==> src/rtl/wlf_pkg.sv <==
package wlf_pkg;
    typedef enum logic [0:0] {
        LD_IDLE = 1'b0,
        LD_RUN  = 1'b1
    } ld_state_t;

    localparam logic ADDR_LEVEL = 1'b0;
    localparam logic ADDR_CTRL  = 1'b1;

    localparam int CTRL_STOP_BIT  = 7;
    localparam int CTRL_START_BIT = 6;
    localparam int CTRL_LOAD_BIT  = 5;
    localparam int CTRL_INIT_BIT  = 4;
endpackage

==> src/rtl/wlf_loader.sv <==
module wlf_loader
    import wlf_pkg::*;
#(
    parameter int              ID_LEN   = 10,
    parameter logic [ID_LEN*8-1:0] ID_BYTES = '0
) (
    input  logic       clk,
    input  logic       rst_n,
    input  logic       start,
    output logic       busy,
    output logic       ld_req,
    output logic [7:0] ld_byte
);
    localparam int IDX_W = (ID_LEN > 1) ? $clog2(ID_LEN) : 1;
    localparam logic [IDX_W-1:0] IDX_LAST = IDX_W'(ID_LEN - 1);

    ld_state_t        state, state_nx;
    logic [IDX_W-1:0] idx, idx_nx;

    // state register
    always_ff @(posedge clk or negedge rst_n) begin
        if (!rst_n) begin
            state <= LD_IDLE;
            idx   <= '0;
        end else begin
            state <= state_nx;
            idx   <= idx_nx;
        end
    end

    // transitions: start, next, last
    always_comb begin
        state_nx = state;
        idx_nx   = idx;
        unique case (state)
            LD_IDLE: begin
                idx_nx = '0;
                if (start) state_nx = LD_RUN;
            end
            LD_RUN: begin
                if (idx == IDX_LAST) begin
                    state_nx = LD_IDLE;
                    idx_nx   = '0;
                end else begin
                    idx_nx = idx + 1'b1;
                end
            end
            default: state_nx = LD_IDLE;
        endcase
    end

    // outputs
    always_comb begin
        busy    = 1'b0;
        ld_req  = 1'b0;
        ld_byte = 8'h00;
        unique case (state)
            LD_IDLE: ;
            LD_RUN: begin
                busy    = 1'b1;
                ld_req  = 1'b1;
                ld_byte = ID_BYTES[idx*8 +: 8];
            end
            default: ;
        endcase
    end
endmodule

==> src/rtl/wlf_regs.sv <==
module wlf_regs
    import wlf_pkg::*;
#(
    parameter int         WL_W     = 6,
    parameter logic [WL_W-1:0] WL_RESET = WL_W'(8)
) (
    input  logic            clk,
    input  logic            rst_n,
    input  logic            reg_we,
    input  logic            reg_addr,
    input  logic [7:0]      reg_wdata,
    input  logic            busy,
    input  logic [2:0]      rx_last_bits,
    output logic [7:0]      reg_rdata,
    output logic [WL_W-1:0] wl_value,
    output logic            init_bit,
    output logic            start_load,
    output logic            tmr_start,
    output logic            tmr_stop
);
    logic wr_level, wr_ctrl;

    always_comb begin
        wr_level   = reg_we && (reg_addr == ADDR_LEVEL);
        wr_ctrl    = reg_we && (reg_addr == ADDR_CTRL);
        start_load = wr_ctrl && reg_wdata[CTRL_LOAD_BIT] && !busy;
    end

    always_ff @(posedge clk or negedge rst_n) begin
        if (!rst_n) begin
            wl_value  <= WL_RESET;
            init_bit  <= 1'b0;
            tmr_start <= 1'b0;
            tmr_stop  <= 1'b0;
        end else begin
            tmr_start <= wr_ctrl && reg_wdata[CTRL_START_BIT];
            tmr_stop  <= wr_ctrl && reg_wdata[CTRL_STOP_BIT];
            if (wr_level) wl_value <= reg_wdata[WL_W-1:0];
            if (wr_ctrl)  init_bit <= reg_wdata[CTRL_INIT_BIT];
        end
    end

    always_comb begin
        reg_rdata = 8'h00;
        if (reg_addr == ADDR_LEVEL) begin
            reg_rdata[WL_W-1:0] = wl_value;
        end else begin
            reg_rdata[CTRL_LOAD_BIT] = busy;
            reg_rdata[CTRL_INIT_BIT] = init_bit;
            reg_rdata[2:0]           = rx_last_bits;
        end
    end
endmodule

==> src/rtl/wlf_store.sv <==
module wlf_store #(
    parameter int DEPTH = 64,
    localparam int CNT_W = $clog2(DEPTH + 1),
    localparam int PTR_W = $clog2(DEPTH)
) (
    input  logic             clk,
    input  logic             rst_n,
    input  logic             wr_req,
    input  logic [7:0]       wr_byte,
    input  logic             rd_req,
    output logic [7:0]       rd_byte,
    output logic [CNT_W-1:0] fill,
    output logic             ovf,
    output logic             unf
);
    localparam logic [CNT_W-1:0] FULL = CNT_W'(DEPTH);

    logic [7:0]       mem [DEPTH];
    logic [PTR_W-1:0] wp, rp;
    logic             do_wr, do_rd, is_full, is_empty;

    always_comb begin
        is_full  = (fill == FULL);
        is_empty = (fill == '0);
        do_wr    = wr_req && !is_full;
        do_rd    = rd_req && !is_empty;
        rd_byte  = is_empty ? 8'h00 : mem[rp];
    end

    always_ff @(posedge clk) begin
        if (do_wr) mem[wp] <= wr_byte;
    end

    always_ff @(posedge clk or negedge rst_n) begin
        if (!rst_n) begin
            wp   <= '0;
            rp   <= '0;
            fill <= '0;
            ovf  <= 1'b0;
            unf  <= 1'b0;
        end else begin
            if (do_wr) wp <= wp + 1'b1;
            if (do_rd) rp <= rp + 1'b1;
            unique case ({do_wr, do_rd})
                2'b10:   fill <= fill + 1'b1;
                2'b01:   fill <= fill - 1'b1;
                default: fill <= fill;
            endcase
            if (wr_req && is_full)  ovf <= 1'b1;
            if (rd_req && is_empty) unf <= 1'b1;
        end
    end
endmodule

==> src/rtl/wlf_alerts.sv <==
module wlf_alerts #(
    parameter int DEPTH = 64,
    parameter int WL_W  = 6,
    localparam int CNT_W = $clog2(DEPTH + 1),
    localparam int CMP_W = (CNT_W > WL_W) ? CNT_W : WL_W
) (
    input  logic [CNT_W-1:0] fill,
    input  logic [WL_W-1:0]  wl_value,
    output logic             hi_alert,
    output logic             lo_alert
);
    logic [CMP_W-1:0] free_x, fill_x, wl_x;

    always_comb begin
        fill_x   = CMP_W'(fill);
        free_x   = CMP_W'(DEPTH) - fill_x;
        wl_x     = CMP_W'(wl_value);
        hi_alert = (free_x <= wl_x);
        lo_alert = (fill_x <= wl_x);
    end
endmodule

==> src/rtl/wlf_fifo_top.sv <==
module wlf_fifo_top #(
    parameter int DEPTH  = 64,
    parameter int WL_W   = 6,
    parameter int WL_RST = 8,
    parameter int ID_LEN = 10,
    parameter logic [ID_LEN*8-1:0] ID_BYTES = 80'h9A8B7C6D5E4F30211203,
    localparam int CNT_W = $clog2(DEPTH + 1)
) (
    input  logic             clk,
    input  logic             rst_n,
    input  logic             reg_we,
    input  logic             reg_addr,
    input  logic [7:0]       reg_wdata,
    output logic [7:0]       reg_rdata,
    input  logic [2:0]       rx_last_bits,
    input  logic             push,
    input  logic [7:0]       push_data,
    input  logic             pop,
    output logic [7:0]       pop_data,
    output logic [CNT_W-1:0] fill_level,
    output logic             hi_alert,
    output logic             lo_alert,
    output logic             ovf_flag,
    output logic             unf_flag,
    output logic             initiator,
    output logic             tmr_start,
    output logic             tmr_stop
);
    logic            load_busy, start_load, ld_req, wr_req;
    logic [7:0]      ld_byte, wr_byte;
    logic [WL_W-1:0] wl_value;

    wlf_regs #(.WL_W(WL_W), .WL_RESET(WL_W'(WL_RST))) u_regs (
        .clk(clk), .rst_n(rst_n), .reg_we(reg_we), .reg_addr(reg_addr),
        .reg_wdata(reg_wdata), .busy(load_busy), .rx_last_bits(rx_last_bits),
        .reg_rdata(reg_rdata), .wl_value(wl_value), .init_bit(initiator),
        .start_load(start_load), .tmr_start(tmr_start), .tmr_stop(tmr_stop)
    );

    wlf_loader #(.ID_LEN(ID_LEN), .ID_BYTES(ID_BYTES)) u_loader (
        .clk(clk), .rst_n(rst_n), .start(start_load), .busy(load_busy),
        .ld_req(ld_req), .ld_byte(ld_byte)
    );

    // the loader owns the write side while it runs
    always_comb begin
        wr_req  = load_busy ? ld_req  : push;
        wr_byte = load_busy ? ld_byte : push_data;
    end

    wlf_store #(.DEPTH(DEPTH)) u_store (
        .clk(clk), .rst_n(rst_n), .wr_req(wr_req), .wr_byte(wr_byte),
        .rd_req(pop), .rd_byte(pop_data), .fill(fill_level),
        .ovf(ovf_flag), .unf(unf_flag)
    );

    wlf_alerts #(.DEPTH(DEPTH), .WL_W(WL_W)) u_alerts (
        .fill(fill_level), .wl_value(wl_value),
        .hi_alert(hi_alert), .lo_alert(lo_alert)
    );
endmodule

==> config.mk <==
export PLATFORM = sky130hd
export DESIGN_NAME = wlf_fifo_top
export DESIGN_NICKNAME = d
export VERILOG_FILES = /design/src/rtl/wlf_pkg.sv /design/src/rtl/wlf_loader.sv /design/src/rtl/wlf_regs.sv /design/src/rtl/wlf_store.sv /design/src/rtl/wlf_alerts.sv /design/src/rtl/wlf_fifo_top.sv
export SDC_FILE = /design/constraint.sdc
export NUM_CORES = 1
export LEC_CHECK = 0
export BUFFER_PORTS_ARGS = -buffer_cell sky130_fd_sc_hd__buf_2
export CORE_UTILIZATION = 62
export CTS_BUF_LIST = sky130_fd_sc_hd__clkbuf_8 sky130_fd_sc_hd__clkbuf_16
export DETAILED_ROUTE_END_ITERATION = 7
export PLACE_DENSITY_LB_ADDON = 0.12
export SETUP_SLACK_MARGIN = 0.1
export SLEW_MARGIN = 20
export SYNTH_ARGS = -nofsm -noshare
export SYNTH_HDL_FRONTEND = slang
export SYNTH_HIERARCHICAL = 1
export SYNTH_SLANG_ARGS = --single-unit
==> constraint.sdc <==
create_clock -name clk -period 3.8 [get_ports clk]
set_input_delay 0.57 -clock clk [delete_from_list [all_inputs] [get_ports clk]]
set_output_delay 0.57 -clock clk [all_outputs]
set_load 0.02 [all_outputs]
==> metrics.cfg <==
[routing]
wl_per_cell_um=27.16
vias_per_cell=6.448
drc=0
drtIter0Drc=1177
drtAntennaViolNets=0
wirelength_mm=49.43
dr_total_vias=11740
first_pass_iters=5

[global_route]
met2_usage_pct=44.53
grt_pass1_wl_mm=72.41
grt-ovfl-total=0
met3_usage_pct=3.928
groute.usage.overall_pct=27.58
grt_max_degree=65
grt_util_met1_pct=39.16
grt_pass1_vias=11530
antenna_found_initial=0
grt.busiest_layer=met2

[power]
p_switching_w=0.007355
p_per_area_nw_per_um2=843.3
pwr-share-seq_pct=40.4
switching_share_pct=34.43
power_w=0.02136
peakVddDrop_v=0.001877
p_int_w=0.01401
clkPwrFrac_pct=23.7
p_comb_share_pct=35.9
power.leakage_nw=8.802

[placement]
io_buffers=52
gp_congestion=0.8503
hpwl_mm=30.34

[floorplan]
fp.dieW_um=191.8
io_pins=55
die_area_um2=36780
dieHeight_um=191.8
rows=69
start_util_pct=62.94
core_um2=35480

[synthesis]
yosysWarnings=6
synth_seq_area_share_pct=72.78
avgSynthCellArea_um2=19.09
synth_flop_cell=edfxtp_1
ys_ff_latch=547
syn_area_um2=22330
synth.distinct_cells=66
netlist_instances=1170
synthArstFlopShare_pct=6.399
synth_edf_count=512

[layout]
final_common_cell=edfxtp_1
fin_nets=1357
diodes=0
layout-drive-gt1-share_pct=28.11
area_growth_pct=13.44
final_cell_mix=512 x edfxtp_1, 102 x buf_4, 96 x mux4_2, 78 x nor2_1, 65 x mux2i_1
fillCellCount=2165

[worst_setup_path]
critPathKind=register to primary output
cp.depth=9
worstSetupEndpointType=primary output
worstPathCellList=buf_12, buf_12, or3b_4, buf_4, o221ai_1, a21oi_1, a211o_1, o31ai_1, buf_4
r2r_cells=11
slowest_delay_ns=0.57
worstPathMaxFanout=15
crit_required_ns=3.23
cp_num_buf_inv=4
cp_slowest_cell=dfrtp_4
critical_path.startpoint_type=register
arrival_ns=3.11
cp_top_family=compound AO/OA/AOI/OAI gates

[timing]
drv_slew=0
holdWs_ns=0.1169
rsz0062_at_grt=yes
hold_viol_final=0
maxSlewHeadroom_pct=40.76
fin_worst_skew_ns=0.02035
max_slew.worst_pin.slew_ns=0.8886
fin_crit_ns=3.683
timing.final.crit_share_pct=96.92
setup_viol=0
max_freq_ghz=0.2715
fin_tns_setup_ns=0

[min_path]
hold_class=primary input to async pin

[clock_tree]
postCtsHoldBufs=0
clk_latency_ns=0.59
cts-root-buf=clkbuf_16
max-clock-path-buffers=3
cts_made_buffers=54
clock-sinks=547
clk_pin_slew_ns=0.06
cts-htree-levels=2
cts_tree=yes

[status]
status=finished, final reports clean

[job]
cap_violations=0

## cell usage after synthesis (11+ instances only)
cell / n / share of area [%]
a211oi_1: 21 / 0.71
a21oi_1: 15 / 0.34
a22o_1: 24 / 0.94
buf_2: 18 / 0.40
buf_4: 11 / 0.37
buf_6: 16 / 0.81
clkbuf_1: 21 / 0.35
dfrtp_1: 34 / 3.8
edfxtp_1: 512 / 69
ha_1: 17 / 0.95
inv_1: 17 / 0.29
mux2_4: 15 / 1.0
mux2i_1: 65 / 2.9
mux4_2: 96 / 9.7
nand2_1: 18 / 0.30
nor2_1: 79 / 1.3
o221ai_1: 32 / 1.3
xnor2_1: 14 / 0.55
## final timing paths
path                                 start            endpoint  slack [ns]
max                          u_store/rp[0]         pop_data[1]        0.12
min in group clk              reg_wdata[2]  u_regs/wl_value[2]        0.22
min                                  rst_n     u_loader/idx[3]        0.12
max reg2reg                u_store/fill[5]     u_store/fill[4]        0.47
max in group asynchronous            rst_n       u_store/rp[1]        3.03
min reg2reg                    u_store/unf         u_store/unf        0.48
## final cells by class
cell class / count / area (µm²) / share of cell area (%)
Timing Repair Buffer: 161 / 1172 / 4.628
Clock inverter: 45 / 320.3 / 1.264
Clock buffer: 55 / 1376 / 5.433
Inverter: 17 / 63.81 / 0.2519
Sequential cell: 547 / 16260 / 64.18
Multi-Input combinational cell: 534 / 5564 / 21.96
Tap cell: 461 / 576.8 / 2.277
## worst register-to-register path, delay by kind of cell (launching register included)
| kind | cells | cell delay, ns |
|---|---|---|
| AND/OR/NAND/NOR | 4 | 1.16 |
| AO/OA/AOI/OAI | 3 | 0.69 |
| adder cells (fa/ha/maj) | 2 | 0.57 |
| flip-flops | 1 | 0.47 |
| XOR/XNOR | 2 | 0.37 |
## kinds of logic after synthesis
family	after synthesis	synth area share, %
compound gates	150	5.368
xor+xnor	23	0.9021
fa+ha+maj	17	0.9525
buf+inv	90	2.392
flops	547	72.78
mux	185	14.06
other cells	1	0.01679
simple gates	157	3.535
## state kept, by name, summed over array words and instances, names as in the netlist
signal / flops
u_store/mem: 512
u_store/fill: 7
u_regs/wl_value: 6
u_store/rp: 6
u_store/wp: 6
u_loader/idx: 4
u_loader/state: 1
u_regs/init_bit: 1
u_regs/tmr_start: 1
u_regs/tmr_stop: 1
u_store/ovf: 1
u_store/unf: 1
## routing by layer
layer  vias to the layer above  wire length [µm]
li1                       5051                 -
met5                         -                 0
met3                        81              3759
met1                      6084             19920
met2                       519             24470
met4                         0              1278
## power groups by stage
stage	Clock (W)	Combinational (W)	Sequential [W]
after global placement	0	0.00727	0.00881
after detailed placement	0	0.00739	0.00883
final	0.00506	0.00768	0.00862
after CTS	0.00513	0.00766	0.00862
after floorplan	0	0.00497	0.00857
after global routing	0.00535	0.00809	0.00866
## timing repair
| action | in CTS | in global routing |
|---|---|---|
| gates resized for setup | 1 | 2 |
| pin swaps | 0 | 0 |
| endpoints found under the hold margin | 0 | 0 |
| setup endpoints to repair | 8 | 2 |
| setup buffers | 6 | 0 |
## through the flow
step / std cells / utilization, % / setup WS (ns) / area [µm²]
finish: 1820 / 71.40 / 0.1170 / 25330
global route: 1820 / 71.40 / 0.07625 / 25330
CTS: 1820 / 71.37 / 0.1110 / 25330
detailed placement: 1714 / 66.34 / 0.3984 / 23540
global placement: 1714 / 66.34 / 0.4247 / 23540
floorplan: 1171 / - / 0.5654 / 22340
Note: power is estimated with default switching activity, not from simulation.
